File: src/rtl/rs_syn_pkg.sv
package rs_syn_pkg;
  localparam int GF_W = 8;
  typedef logic [GF_W-1:0] gf_t;

  // multiply by x, reduced by the low part of the field polynomial
  function automatic gf_t gf_xtime(gf_t x, gf_t poly_lo);
    gf_t sh;
    sh = gf_t'({x[GF_W-2:0], 1'b0});
    return x[GF_W-1] ? (sh ^ poly_lo) : sh;
  endfunction

  // shift-and-add field multiply; one constant operand folds into XOR trees
  function automatic gf_t gf_mul(gf_t a, gf_t b, gf_t poly_lo);
    gf_t p;
    gf_t x;
    p = '0;
    x = a;
    for (int k = 0; k < GF_W; k++) begin
      if (b[k]) p = p ^ x;
      x = gf_xtime(x, poly_lo);
    end
    return p;
  endfunction

  function automatic gf_t gf_alpha_pow(int e, gf_t poly_lo);
    gf_t x;
    x = gf_t'(1);
    for (int k = 0; k < e; k++) x = gf_xtime(x, poly_lo);
    return x;
  endfunction
endpackage

File: src/rtl/rs_syn_framer.sv
module rs_syn_framer #(
  parameter int N_SYMS = 255
) (
  input  logic clk,
  input  logic rst,
  input  logic sof,
  output logic accept,
  output logic first,
  output logic last
);
  localparam int CNT_W = $clog2(N_SYMS + 1);
  localparam logic [CNT_W-1:0] LAST_IDX = CNT_W'(N_SYMS - 1);

  logic [CNT_W-1:0] cnt_q;
  logic             active_q;

  assign first  = sof;
  assign accept = sof | active_q;
  assign last   = sof ? (N_SYMS == 1) : (active_q && (cnt_q == LAST_IDX));

  always_ff @(posedge clk) begin
    if (rst) begin
      cnt_q    <= '0;
      active_q <= 1'b0;
    end else if (sof) begin
      cnt_q    <= CNT_W'(1);
      active_q <= (N_SYMS > 1);
    end else if (active_q) begin
      if (cnt_q == LAST_IDX) begin
        cnt_q    <= '0;
        active_q <= 1'b0;
      end else begin
        cnt_q <= cnt_q + 1'b1;
      end
    end
  end
endmodule

File: src/rtl/rs_syn_cell.sv
module rs_syn_cell
  import rs_syn_pkg::*;
#(
  parameter gf_t POLY_LO  = 8'h1D,
  parameter int  ROOT_IDX = 0
) (
  input  logic clk,
  input  logic rst,
  input  logic accept,
  input  logic first,
  input  logic last,
  input  gf_t  din,
  output gf_t  nxt,
  output gf_t  syn_q
);
  localparam gf_t ROOT = gf_alpha_pow(ROOT_IDX, POLY_LO);

  gf_t acc_q;
  gf_t scaled;

  generate
    if (ROOT_IDX == 0) begin : g_unity
      assign scaled = acc_q;
    end else begin : g_const_mul
      assign scaled = gf_mul(acc_q, ROOT, POLY_LO);
    end
  endgenerate

  // Horner step; the start byte discards the running value
  assign nxt = first ? din : (scaled ^ din);

  always_ff @(posedge clk) begin
    if (rst) begin
      acc_q <= '0;
      syn_q <= '0;
    end else begin
      if (accept) acc_q <= nxt;
      if (last)   syn_q <= nxt;
    end
  end
endmodule

File: src/rtl/rs_syndrome_calc.sv
module rs_syndrome_calc
  import rs_syn_pkg::*;
#(
  parameter int  N_SYMS  = 255,
  parameter int  N_ROOTS = 16,
  parameter gf_t POLY_LO = 8'h1D
) (
  input  logic                    clk,
  input  logic                    rst,
  input  logic                    sof,
  input  logic [GF_W-1:0]         din,
  output logic                    syn_valid,
  output logic                    syn_nonzero,
  output logic [N_ROOTS*GF_W-1:0] syn_flat
);
  localparam int FLAT_W = N_ROOTS * GF_W;

  logic              accept;
  logic              first;
  logic              last;
  logic [FLAT_W-1:0] nxt_all;

  rs_syn_framer #(.N_SYMS(N_SYMS)) u_framer (
    .clk    (clk),
    .rst    (rst),
    .sof    (sof),
    .accept (accept),
    .first  (first),
    .last   (last)
  );

  for (genvar r = 0; r < N_ROOTS; r++) begin : g_root
    rs_syn_cell #(.POLY_LO(POLY_LO), .ROOT_IDX(r)) u_cell (
      .clk    (clk),
      .rst    (rst),
      .accept (accept),
      .first  (first),
      .last   (last),
      .din    (din),
      .nxt    (nxt_all[r*GF_W +: GF_W]),
      .syn_q  (syn_flat[r*GF_W +: GF_W])
    );
  end

  always_ff @(posedge clk) begin
    if (rst) begin
      syn_valid   <= 1'b0;
      syn_nonzero <= 1'b0;
    end else begin
      syn_valid <= last;
      if (last) syn_nonzero <= |nxt_all;
    end
  end
endmodule

File: config.mk
export PLATFORM = sky130hd
export DESIGN_NAME = rs_syndrome_calc
export DESIGN_NICKNAME = d
export VERILOG_FILES = /design/src/rtl/rs_syn_pkg.sv /design/src/rtl/rs_syn_framer.sv /design/src/rtl/rs_syn_cell.sv /design/src/rtl/rs_syndrome_calc.sv
export SDC_FILE = /design/constraint.sdc
export NUM_CORES = 1
export LEC_CHECK = 0
export CORE_MARGIN = 10
export CORE_UTILIZATION = 62
export DETAILED_ROUTE_END_ITERATION = 8
export PLACE_DENSITY = 0.95
export SYNTH_ARGS = -nofsm -noshare
export SYNTH_HDL_FRONTEND = slang
export SYNTH_SLANG_ARGS = --single-unit
File: constraint.sdc
create_clock -name clk -period 4.7 [get_ports clk]
set_input_delay 1.41 -clock clk [delete_from_list [all_inputs] [get_ports clk]]
set_output_delay 1.41 -clock clk [all_outputs]
set_load 0.02 [all_outputs]
==> key figures <==
Outcome
  – Status: complete, no violations

Logic synthesis
  – Post-synthesis cell count: 1750
  – Synth warn: 0
  – Syn nets: 1763
  – Average footprint of a synthesized cell: 8.03 um^2
  – Ys flop type: dfxtp_1
  – Share of the synthesized area in the top cell type: 38.0%
  – Synth area leader: dfxtp_1
  – Number of flops mapped to enable cells by yosys: 0
  – Sequential share of the synthesized area: 38.0%
  – Mapped Area: 0.0141 mm^2
  – Post-synth ARST share: 0%
  – Number of synthesized register bits: 267
  – Yosys cell types: 57
  – Synth top area cells: dfxtp_1 (38%), xnor2_1 (14%), nor2_1 (9.1%)

Global route
  – First-pass GRT wire length: 70900 um
  – Initial antenna violation count: 0
  – Vias in the first global route: 12500
  – Largest net degree at the start of global routing: 98
  – Tot GR Track Use: 30.7%
  – GRT Residual Overflow: 0

Timing
  – Slew at the pin closest to its max-slew limit: 894 ps
  – Final hold viol count: 0
  – Final min period: 3760 ps
  – Max Fclk: 266 MHz
  – Slew Limit Fails: 0
  – Final worst-path cycle share: 79.9%
  – Setup tns final: 0 ps
  – Hold WS: 453 ps
  – Final Skew: 20.7 ps
  – Max-Slew Margin vs Limit: 40.3%
  – RSZ-0062 raised after global routing: no
  – Final setup viols: 0

Finish
  – Area Overhead vs Synth: 18.3%
  – # fillers: 1618
  – Ant. Diodes: 0
  – Share of cells above drive strength 1: 7.19%
  – NumNets Final: 1832

Clock tree
  – Clock Latency Late Sink: 550 ps
  – Htree depth: 1
  – Total CTS buffers: 27
  – Clock sink count: 267
  – CTS tree: built
  – Post_cts resized: 0
  – Clk buf depth: 3
  – Root Buffer: clkbuf_16
  – Hold_buf cts: 0
  – Setup bufs post-CTS: 0
  – Clk slew on worst S/H paths: 70 ps

Floorplanning
  – I/O pins: 141
  – Row cnt: 55
  – Die area: 0.0291 mm^2
  – Core Region: 0.0225 mm^2
  – Initial core utilization: 62.5%
  – Die Y: 171 um
  – Die width: 171 um

Worst setup path
  – CP Max Fanout: 8
  – CP Capture Point: syn_nonzero$_SDFFE_PP0P_
  – CP Buf/Inv Count: 2
  – Required time of the critical path: 5110 ps
  – Critical path capture point type: flip-flop
  – Crit path cell chain: clkdlybuf4s50_1 > buf_4 > xnor2_1 > a21oi_1 > a21oi_1 > nand3_1 > nor4_1 > nand4_1 > nor4_1 > a31oi_1
  – Worst EP arrival: 4160 ps
  – Worst path slowest cell: clkdlybuf4s50_1
  – CP delay by family, top: simple AND/OR/NAND/NOR gates
  – R2r setup slk: 1680 ps
  – CP startpoint: din[2]
  – Reg2reg start: g_root[12].u_cell.acc_q[7]$_SDFFE_PP0P_
  – Reg2reg end: syn_nonzero$_SDFFE_PP0P_
  – Crit path kind: input port to flip-flop
  – Crit start category: input port
  – Reg2Reg Depth: 8
  – WP depth: 10
  – Max incr delay on CP: 760 ps

Route
  – DRC viols: 0
  – Post-Route WL: 46100 um
  – Via Count: 13100
  – Drt pass-1 iters: 6
  – Via density per instance: 6.17
  – Initial DRC count: 1597
  – Wire per inst: 21.7 um
  – Routed Antenna Nets: 0

Worst hold path
  – HP Start: g_root[14].u_cell.syn_q[1]$_SDFFE_PP0P_
  – Hold Crit Class: flip-flop to flip-flop

Power
  – Pwr Density: 436 mW/mm^2
  – Worst IR drop on VDD: 0.318 mV
  – P_leak: 5.91 nW

Place
  – I/O Buffers: 140
  – Routability Congestion: 1.02
  – DP HPWL: 33000 um

Job
  – Max cap viols: 0
-- how the worst min path moves through the flow --
stage	end	depth (start not counted)
final	g_root[14].u_cell.syn_q[1]$_SDFFE_PP0P_	2
after global routing	g_root[14].u_cell.syn_q[1]$_SDFFE_PP0P_	2
after CTS	g_root[14].u_cell.syn_q[1]$_SDFFE_PP0P_	2
after detailed placement	g_root[14].u_cell.syn_q[1]$_SDFFE_PP0P_	2
after global placement	g_root[8].u_cell.syn_q[0]$_SDFFE_PP0P_	2
after floorplan	g_root[0].u_cell.acc_q[2]$_SDFFE_PP0P_	2
-- logic make-up after synthesis --
group,count (synthesis),synth area share (%)
adders and majority gates,2,0.178
muxes,32,2.49
AOI/OAI and AO/OA,279,13.2
buffers and inverters,159,4.34
and+or+nand+nor,683,20.6
xor gates and xnor gates,328,21.1
DFF,267,38.0
-- area by class of cell --
type / count / area (um^2) / share of cell area [%]
timing repair buffer: 192 / 1840 / 11.1
clock buffer: 38 / 797 / 4.79
inverter: 7 / 26.3 / 0.158
multi-input combinational: 1324 / 8130 / 48.9
tap: 285 / 357 / 2.14
clock inverter: 9 / 130 / 0.783
sequential: 267 / 5350 / 32.1
-- through the flow --
stage	setup WS, ps	std cells	utilization, %	area (um^2)	total power (W)
2_1_floorplan	1360	1750	-	14100	0.00431
3_3_place_gp	593	2075	69.8	15700	0.00490
3_5_place_dp	542	2075	69.8	15700	0.00494
4_1_cts	1070	2122	73.9	16600	0.00719
5_1_grt	876	2122	73.9	16600	0.00752
6_report	945	2122	73.9	16600	0.00726
-- worst reg2reg max path, stage by stage, from the launching register on --
cell and delay (ps):
dfxtp_1 460, xor2_2 230, nor2_1 60, nor3_1 410, xor2_1 200, or4_1 520, or4_1 570, nor4_1 320
a31oi_1 130
-- sequential cells by signal (all words and copies together), names as in the netlist --
register / count
g_root.u_cell.syn_q: 128
g_root.u_cell.acc_q: 128
syn_valid: 1
syn_nonzero: 1
u_framer.cnt_q: 8
u_framer.active_q: 1
-- placed cells by master (no fill, tap or decap), types with 3 or more instances in the layout --
cell	netlist	routed
nand3_1	21	20
nand4_1	17	17
clkbuf_1	119	3
mux2_2	23	23
a21oi_1	73	73
nor4_1	15	15
a31oi_1	21	21
and3_1	3	3
or3_1	3	3
clkinv_2	0	3
nor4b_1	3	3
nor2b_1	4	4
a211oi_1	128	128
dfxtp_1	267	267
nor4bb_1	6	6
o32ai_1	3	3
clkdlybuf4s50_1	0	135
and2_1	6	6
xnor2_1	220	220
bufinv_16	0	3
mux2i_1	8	8
a221oi_1	12	12
buf_12	0	5
inv_1	5	5
nand2b_1	5	5
xor2_1	100	100
clkbuf_8	0	8
o21ai_0	23	23
or4_1	4	4
clkbuf_16	0	27
nor3_1	61	60
nand2_1	187	186
buf_2	5	3
nor2_1	341	339
buf_4	0	48
xnor3_1	5	5
-- report_power, final --
group	switching [W]	internal (W)	total (W)
logic	0.00138	0.000930	0.00231
clock network	0.000925	0.00134	0.00226
registers	0.000255	0.00242	0.00268
total	0.00256	0.00469	0.00726
-- metal layers --
metal / global-route usage [%] / vias to the layer above / part of all wire (%)
met5: 0 / - / 0
met4: 11.0 / 0 / 3.9
met3: 9.08 / 124 / 12
met2: 48.1 / 780 / 44
met1: 39.3 / 6172 / 40
li1: - / 6018 / -
-- synthesized netlist by cell type, types with 23 or more instances --
| library cell | n |
|---|---|
| nor3_1 | 61 |
| dfxtp_1 | 267 |
| a211oi_1 | 128 |
| a21oi_1 | 73 |
| nand2_1 | 187 |
| buf_1 | 27 |
| xor2_1 | 100 |
| clkbuf_1 | 119 |
| nor2_1 | 341 |
| xnor2_1 | 220 |
| o21ai_0 | 23 |
| mux2_2 | 23 |
No activity file was read; power rests on OpenSTA's default activity.
